==> config.mk <==
export PLATFORM = sky130hd
export DESIGN_NAME = fsk_tag_synth
export DESIGN_NICKNAME = d
export VERILOG_FILES = /design/src/rtl/fsk_tag_pkg.sv /design/src/rtl/fsk_cycle_gen.sv /design/src/rtl/fsk_half_ctr.sv /design/src/rtl/fsk_tag_synth.sv
export SDC_FILE = /design/constraint.sdc
export NUM_CORES = 1
export LEC_CHECK = 0
export CORE_ASPECT_RATIO = 0.8
export CORE_MARGIN = 1.5
export CORE_UTILIZATION = 45
export CTS_BUF_LIST = sky130_fd_sc_hd__clkbuf_16
export DETAILED_ROUTE_END_ITERATION = 7
export GPL_TIMING_DRIVEN = 0
export PLACE_DENSITY = 0.73
export SYNTH_ARGS = -nofsm -noshare
export SYNTH_HDL_FRONTEND = slang
export SYNTH_SLANG_ARGS = --single-unit
==> constraint.sdc <==
create_clock -name clk -period 3.35 [get_ports clk]
set_clock_uncertainty 0.05 [all_clocks]
set_input_delay 0.67 -clock clk [delete_from_list [all_inputs] [get_ports clk]]
set_output_delay 0.67 -clock clk [all_outputs]
set_load 0.005 [all_outputs]
==> src/rtl/fsk_tag_pkg.sv <==
package fsk_tag_pkg;

    // Segment of the frame being emitted
    typedef enum logic [1:0] {
        SEG_LEAD = 2'd0,
        SEG_SOF  = 2'd1,
        SEG_SEP  = 2'd2,
        SEG_BIT  = 2'd3
    } seg_e;

    localparam int SHORT_LEN = 8;
    localparam int LONG_LEN  = 10;
    localparam int SHORT_ON  = 2;
    localparam int LONG_ON   = 3;
    localparam int SHORT_REP = 6;
    localparam int LONG_REP  = 5;

endpackage

==> src/rtl/fsk_cycle_gen.sv <==
module fsk_cycle_gen #(
    parameter int LO_LEN = 8,
    parameter int HI_LEN = 10,
    parameter int LO_ON  = 2,
    parameter int HI_ON  = 3
) (
    input  logic clk,
    input  logic rst_n,
    input  logic clr,
    input  logic adv,
    input  logic sel_hi,
    output logic level,
    output logic last
);
    localparam int PH_W = $clog2(HI_LEN);

    typedef struct packed {
        logic [PH_W-1:0] phase;
    } cyc_st_t;

    cyc_st_t st_d, st_q;

    always_comb begin
        last  = sel_hi ? (st_q.phase == PH_W'(HI_LEN - 1))
                       : (st_q.phase == PH_W'(LO_LEN - 1));
        level = sel_hi ? (st_q.phase < PH_W'(HI_ON))
                       : (st_q.phase < PH_W'(LO_ON));
        st_d = st_q;
        if (clr) begin
            st_d.phase = '0;
        end else if (adv) begin
            st_d.phase = last ? '0 : st_q.phase + 1'b1;
        end
    end

    always_ff @(posedge clk or negedge rst_n) begin
        if (!rst_n) st_q <= '0;
        else        st_q <= st_d;
    end

    AST_CYCLE_WRAP: assert property (@(posedge clk) disable iff (!rst_n)
        (adv && last && !clr) |=> (st_q.phase == '0));

    AST_SHORT_BOUND: assert property (@(posedge clk) disable iff (!rst_n)
        !sel_hi |-> (st_q.phase < PH_W'(LO_LEN)));

endmodule

==> src/rtl/fsk_half_ctr.sv <==
module fsk_half_ctr #(
    parameter int LO_REP = 6,
    parameter int HI_REP = 5
) (
    input  logic clk,
    input  logic rst_n,
    input  logic clr,
    input  logic adv,
    input  logic cyc_last,
    input  logic sel_hi,
    input  logic active,
    output logic hb_last
);
    localparam int MAX_REP = (LO_REP > HI_REP) ? LO_REP : HI_REP;
    localparam int CNT_W   = $clog2(MAX_REP);

    typedef struct packed {
        logic [CNT_W-1:0] cnt;
    } half_st_t;

    half_st_t st_d, st_q;

    always_comb begin
        hb_last = active && cyc_last &&
                  (st_q.cnt == (sel_hi ? CNT_W'(HI_REP - 1) : CNT_W'(LO_REP - 1)));
        st_d = st_q;
        if (clr) begin
            st_d.cnt = '0;
        end else if (adv && cyc_last) begin
            st_d.cnt = (hb_last || !active) ? '0 : st_q.cnt + 1'b1;
        end
    end

    always_ff @(posedge clk or negedge rst_n) begin
        if (!rst_n) st_q <= '0;
        else        st_q <= st_d;
    end

    AST_REP_BOUND: assert property (@(posedge clk) disable iff (!rst_n)
        st_q.cnt < CNT_W'(MAX_REP));

    AST_IDLE_ZERO: assert property (@(posedge clk) disable iff (!rst_n)
        (adv && cyc_last && !active) |=> (st_q.cnt == '0));

endmodule

==> src/rtl/fsk_tag_synth.sv <==
module fsk_tag_synth
    import fsk_tag_pkg::*;
#(
    parameter int         ID_W    = 44,
    parameter int         GROUP   = 4,
    parameter int         SOF_LEN = 8,
    parameter logic [7:0] SOF_MAP = 8'hB8
) (
    input  logic            clk,
    input  logic            rst_n,
    input  logic            en,
    input  logic [ID_W-1:0] tag_id,
    input  logic            carrier,
    output logic            coil
);
    localparam int BI_W   = $clog2(ID_W);
    localparam int SOF_IW = $clog2(SOF_LEN);

    typedef struct packed {
        seg_e              seg;
        logic [SOF_IW-1:0] sof_idx;
        logic [BI_W-1:0]   bit_idx;
        logic              half;
        logic              carrier_q;
        logic              coil_q;
    } top_st_t;

    top_st_t st_d, st_q;

    logic rise, adv, sel_hi, level, cyc_last, hb_last, hb_active;

    function automatic logic grp_first(input logic [BI_W-1:0] idx);
        return (int'(idx) % GROUP) == (GROUP - 1);
    endfunction

    fsk_cycle_gen #(
        .LO_LEN(SHORT_LEN), .HI_LEN(LONG_LEN),
        .LO_ON (SHORT_ON),  .HI_ON (LONG_ON)
    ) u_cycle (
        .clk(clk), .rst_n(rst_n), .clr(!en), .adv(adv),
        .sel_hi(sel_hi), .level(level), .last(cyc_last)
    );

    fsk_half_ctr #(
        .LO_REP(SHORT_REP), .HI_REP(LONG_REP)
    ) u_half (
        .clk(clk), .rst_n(rst_n), .clr(!en), .adv(adv),
        .cyc_last(cyc_last), .sel_hi(sel_hi), .active(hb_active),
        .hb_last(hb_last)
    );

    always_comb begin
        rise      = carrier && !st_q.carrier_q;
        adv       = en && rise;
        hb_active = (st_q.seg == SEG_SOF) || (st_q.seg == SEG_BIT);
        case (st_q.seg)
            SEG_SOF: sel_hi = SOF_MAP[st_q.sof_idx];
            SEG_BIT: sel_hi = tag_id[st_q.bit_idx] ^ st_q.half;
            default: sel_hi = 1'b0;
        endcase
    end

    always_comb begin
        st_d           = st_q;
        st_d.carrier_q = carrier;
        if (!en) begin
            st_d.seg     = SEG_LEAD;
            st_d.sof_idx = '0;
            st_d.bit_idx = BI_W'(ID_W - 1);
            st_d.half    = 1'b0;
            st_d.coil_q  = 1'b0;
        end else if (rise) begin
            st_d.coil_q = level;
            case (st_q.seg)
                SEG_LEAD: begin
                    if (cyc_last) begin
                        st_d.seg     = SEG_SOF;
                        st_d.sof_idx = '0;
                    end
                end
                SEG_SOF: begin
                    if (hb_last) begin
                        if (st_q.sof_idx == SOF_IW'(SOF_LEN - 1)) begin
                            st_d.bit_idx = BI_W'(ID_W - 1);
                            st_d.half    = 1'b0;
                            st_d.seg     = grp_first(BI_W'(ID_W - 1)) ? SEG_SEP : SEG_BIT;
                        end else begin
                            st_d.sof_idx = st_q.sof_idx + 1'b1;
                        end
                    end
                end
                SEG_SEP: begin
                    if (cyc_last) begin
                        st_d.seg  = SEG_BIT;
                        st_d.half = 1'b0;
                    end
                end
                default: begin
                    if (hb_last) begin
                        if (!st_q.half) begin
                            st_d.half = 1'b1;
                        end else if (st_q.bit_idx == '0) begin
                            st_d.seg     = SEG_LEAD;
                            st_d.half    = 1'b0;
                            st_d.bit_idx = BI_W'(ID_W - 1);
                        end else begin
                            st_d.bit_idx = st_q.bit_idx - 1'b1;
                            st_d.half    = 1'b0;
                            st_d.seg     = grp_first(st_q.bit_idx - 1'b1) ? SEG_SEP : SEG_BIT;
                        end
                    end
                end
            endcase
        end
    end

    always_ff @(posedge clk or negedge rst_n) begin
        if (!rst_n) begin
            st_q         <= '0;
            st_q.seg     <= SEG_LEAD;
            st_q.bit_idx <= BI_W'(ID_W - 1);
        end else begin
            st_q <= st_d;
        end
    end

    assign coil = st_q.coil_q;

    AST_OFF_SHORTED: assert property (@(posedge clk) disable iff (!rst_n)
        !en |=> !coil);

    AST_NO_EDGE_HOLD: assert property (@(posedge clk) disable iff (!rst_n)
        (en && !(carrier && !st_q.carrier_q)) |=> $stable(coil));

    AST_SEP_ALIGN: assert property (@(posedge clk) disable iff (!rst_n)
        (st_q.seg == SEG_SEP) |-> grp_first(st_q.bit_idx));

    AST_BIT_RANGE: assert property (@(posedge clk) disable iff (!rst_n)
        st_q.bit_idx < BI_W'(ID_W));

    AST_SOF_FIRST_HALF: assert property (@(posedge clk) disable iff (!rst_n)
        (st_q.seg == SEG_SOF) |-> !st_q.half);

endmodule

==> impl_metrics.json <==
{
  "ir_worst_vdd_v": 0.0002411,
  "ant_nets": 0,
  "status": "completed",
  "critPathCaptureType": "register",
  "cts.sinks": 21,
  "cts_root_buf": "clkbuf_16",
  "rr_worst_depth": 11,
  "synthMuxAreaShare": 0.1744,
  "crit_fanout": 4,
  "dp_hpwl_mm": 3.631,
  "io_pins": 49,
  "min_period_over_period": 0.9700,
  "drc": 0,
  "slew_headroom": 0.3402,
  "hold_class": "register to register",
  "grt_overflow": 0,
  "yosys.area_share.simple": 0.2275,
  "synth_xor_area_frac": 0.004473,
  "leakage_nw": 1.197,
  "drt_wl_total_mm": 4.985,
  "fmax_ghz": 0.3078,
  "wire_per_inst_um": 15.73,
  "synth_fa_ha_area_frac": 0.06390,
  "worstHoldStart": "coil$_DFFE_PN0P_",
  "vias_per_cell": 5.691,
  "drive_above_1_share": 0.1962,
  "dr.pass1.iters": 4,
  "clockBufferDepth": 2,
  "numCtsBuffers": 3,
  "synth_top_family_by_area": "simple AND/OR/NAND/NOR gates",
  "worst_pin_slew_ns": 0.9866,
  "grt_usage": 0.2142,
  "row_count": 21,
  "drt_iter0_drc": 78,
  "die_w_um": 76.75,
  "synth_cell_type_count": 59,
  "total_power_mw": 0.6526,
  "vias": 1804,
  "yosys_most_used_dff": "dfrtp_1",
  "grt_max_degree": 22,
  "reg2reg_from": "st_q[4]$_DFFE_PN1P_",
  "hold_buffers": 0,
  "synth_nets": 258,
  "clkLatencyLatePin_ns": 0.26,
  "final_common_cell": "clkdlybuf4s50_1",
  "period_minus_slack_ns": 3.249,
  "clkSlewWorstSetupHoldPaths_ns": 0.06,
  "grt_pass1_wl_mm": 8.010,
  "synth_seq_cells": 21,
  "cp-start-kind": "input port",
  "synth_compound_area_frac": 0.2089,
  "whs_ns": 0.4900,
  "layout-area-overhead-vs-synth_pct": 40.83,
  "endpoint": "st_q[2]$_DFFE_PN0P_",
  "cts.htree.levels": 1,
  "synth-async-reset-ratio": 1.000,
  "syn_area_sq_um": 1958,
  "cts_tree": "yes",
  "fin_setup_tns_ns": 0,
  "place_congestion": 0.8076,
  "setup_viol": 0,
  "hold_depth": 2,
  "antenna_found_initial": 0,
  "critPathKind": "input port to register",
  "reg2reg_slack_ns": 0.15,
  "coreArea_sq_um": 4178,
  "synth_edf_count": 0,
  "r2r_end": "st_q[2]$_DFFE_PN0P_",
  "max-cap-violations": 0,
  "yosysWarnings": 0,
  "dieArea_sq_um": 4759,
  "syn_inst": 200,
  "die_y_um": 62,
  "nets": 319,
  "syn_avg_cell_area_sq_um": 9.791,
  "finalMaxSlewViolations": 0,
  "num_antenna_cells": 0,
  "initial_utilization": 0.4687,
  "crit_start": "tag_id[3]",
  "powerDensity_nw_per_um2": 236.6,
  "port_buffers": 48,
  "hold_viol_final": 0,
  "grt_pass1_vias": 1653,
  "rsz0062_at_grt": "no",
  "final_cell_mix": "clkdlybuf4s50_1, dfrtp_1, nor2_1",
  "cp.arrival_ns": 3.38,
  "required_ns": 3.48,
  "ys_seq_area_frac": 0.2709
}
==> area by class of cell <==
cell class,count,area (sq um)
tap,57,71.32
timing repair buffer,56,576.8
clock inverter,1,3.754
inverter,10,37.54
multi-input combinational,159,1403
clock buffer,3,75.07
sequential,21,530.5
fill,333,1420
buffer,10,60.06
==> cells in the mapped netlist, drive strengths merged, types with 2 or more instances <==
| library cell | n | area share |
|---|---|---|
| dfstp | 4 | 0.054 |
| o311a | 2 | 0.016 |
| dfrtp | 17 | 0.22 |
| mux2i | 9 | 0.046 |
| mux2 | 2 | 0.012 |
| nor2b | 3 | 0.0096 |
| o21ai | 12 | 0.036 |
| a31oi | 2 | 0.0064 |
| buf | 7 | 0.025 |
| a32o | 2 | 0.010 |
| a311o | 2 | 0.010 |
| or3 | 3 | 0.0096 |
| clkbuf | 3 | 0.0058 |
| inv | 9 | 0.017 |
| nor2 | 16 | 0.031 |
| o31ai | 3 | 0.019 |
| a22oi | 5 | 0.019 |
| nor4 | 2 | 0.0064 |
| nand2b | 8 | 0.026 |
| ha | 10 | 0.064 |
| nand3 | 2 | 0.0051 |
| mux4 | 9 | 0.12 |
| nand4 | 2 | 0.014 |
| nor3b | 4 | 0.015 |
| a21oi | 10 | 0.027 |
| o32ai | 2 | 0.0089 |
| and3b | 3 | 0.013 |
| and3 | 2 | 0.0089 |
| o22a | 2 | 0.0089 |
| o22ai | 2 | 0.013 |
| o211ai | 3 | 0.012 |
| nand2 | 15 | 0.029 |
| nor3 | 7 | 0.018 |
| and2 | 2 | 0.0064 |
==> cell families (layout without fill, tap and decap cells) <==
| logic type | count (synthesis) | in the layout |
|---|---|---|
| flip-flops | 21 | 21 |
| AND/OR/NAND/NOR | 77 | 77 |
| AO/OA/AOI/OAI | 51 | 51 |
| buffers and inverters | 20 | 80 |
| adder cells (fa/ha/maj) | 10 | 10 |
| XOR/XNOR | 1 | 1 |
| multiplexers | 20 | 20 |
==> metal layers <==
| layer | GRT usage | share of wire |
|---|---|---|
| met3 | 0.04818 | 0.052 |
| met4 | 0.02910 | 0.0082 |
| met1 | 0.3039 | 0.48 |
| met5 | 0 | 0 |
| met2 | 0.3477 | 0.46 |
==> state kept, by name (all words and copies together) (netlist names) <==
register / count
coil: 1
st_q: 13
u_cycle.st_q: 4
u_half.st_q: 3
==> worst min-delay path by stage <==
stage / end / slack, ns
floorplan: coil$_DFFE_PN0P_ / 0.32
global placement: u_half.st_q[1]$_DFFE_PN0P_ / 0.46
detailed placement: u_half.st_q[2]$_DFFE_PN0P_ / 0.48
CTS: u_half.st_q[2]$_DFFE_PN0P_ / 0.50
global route: st_q[11]$_DFFE_PN0P_ / 0.53
finish: coil$_DFFE_PN0P_ / 0.49
==> worst max-delay path, stage by stage <==
cell             delay, ns
clkdlybuf4s50_1       0.45
mux4_2                0.24
mux2i_1               0.06
or3_1                 0.38
a311o_1               0.38
and3_4                0.18
o22ai_4               0.26
a21oi_2               0.10
or4b_4                0.52
a21oi_2               0.13
==> per-stage QoR <==
step / setup slack (ns) / cells / utilization / instance area, sq um
after floorplan: 0.2924 / 200 / - / 1958
after global placement: -0.2788 / 305 / 0.6008 / 2510
after detailed placement: -0.3366 / 305 / 0.6008 / 2510
after CTS: 0.000001998 / 312 / 0.6274 / 2621
after global routing: 0.008644 / 317 / 0.6601 / 2758
final: 0.1006 / 317 / 0.6601 / 2758
==> power breakdown <==
group	switching [mW]	total, mW	internal [mW]
logic	0.0466	0.137	0.0905
clock network	0.0920	0.251	0.159
registers	0.00479	0.264	0.259
==> what timing repair did <==
| action | CTS | global route |
|---|---|---|
| setup endpoints to repair | 6 | 14 |
| hold endpoints to repair | 0 | 0 |
| setup buffers | 3 | 5 |
| pin swaps | 6 | 12 |
| resized for setup | 3 | 27 |
No activity file was read; power rests on OpenSTA's default activity.
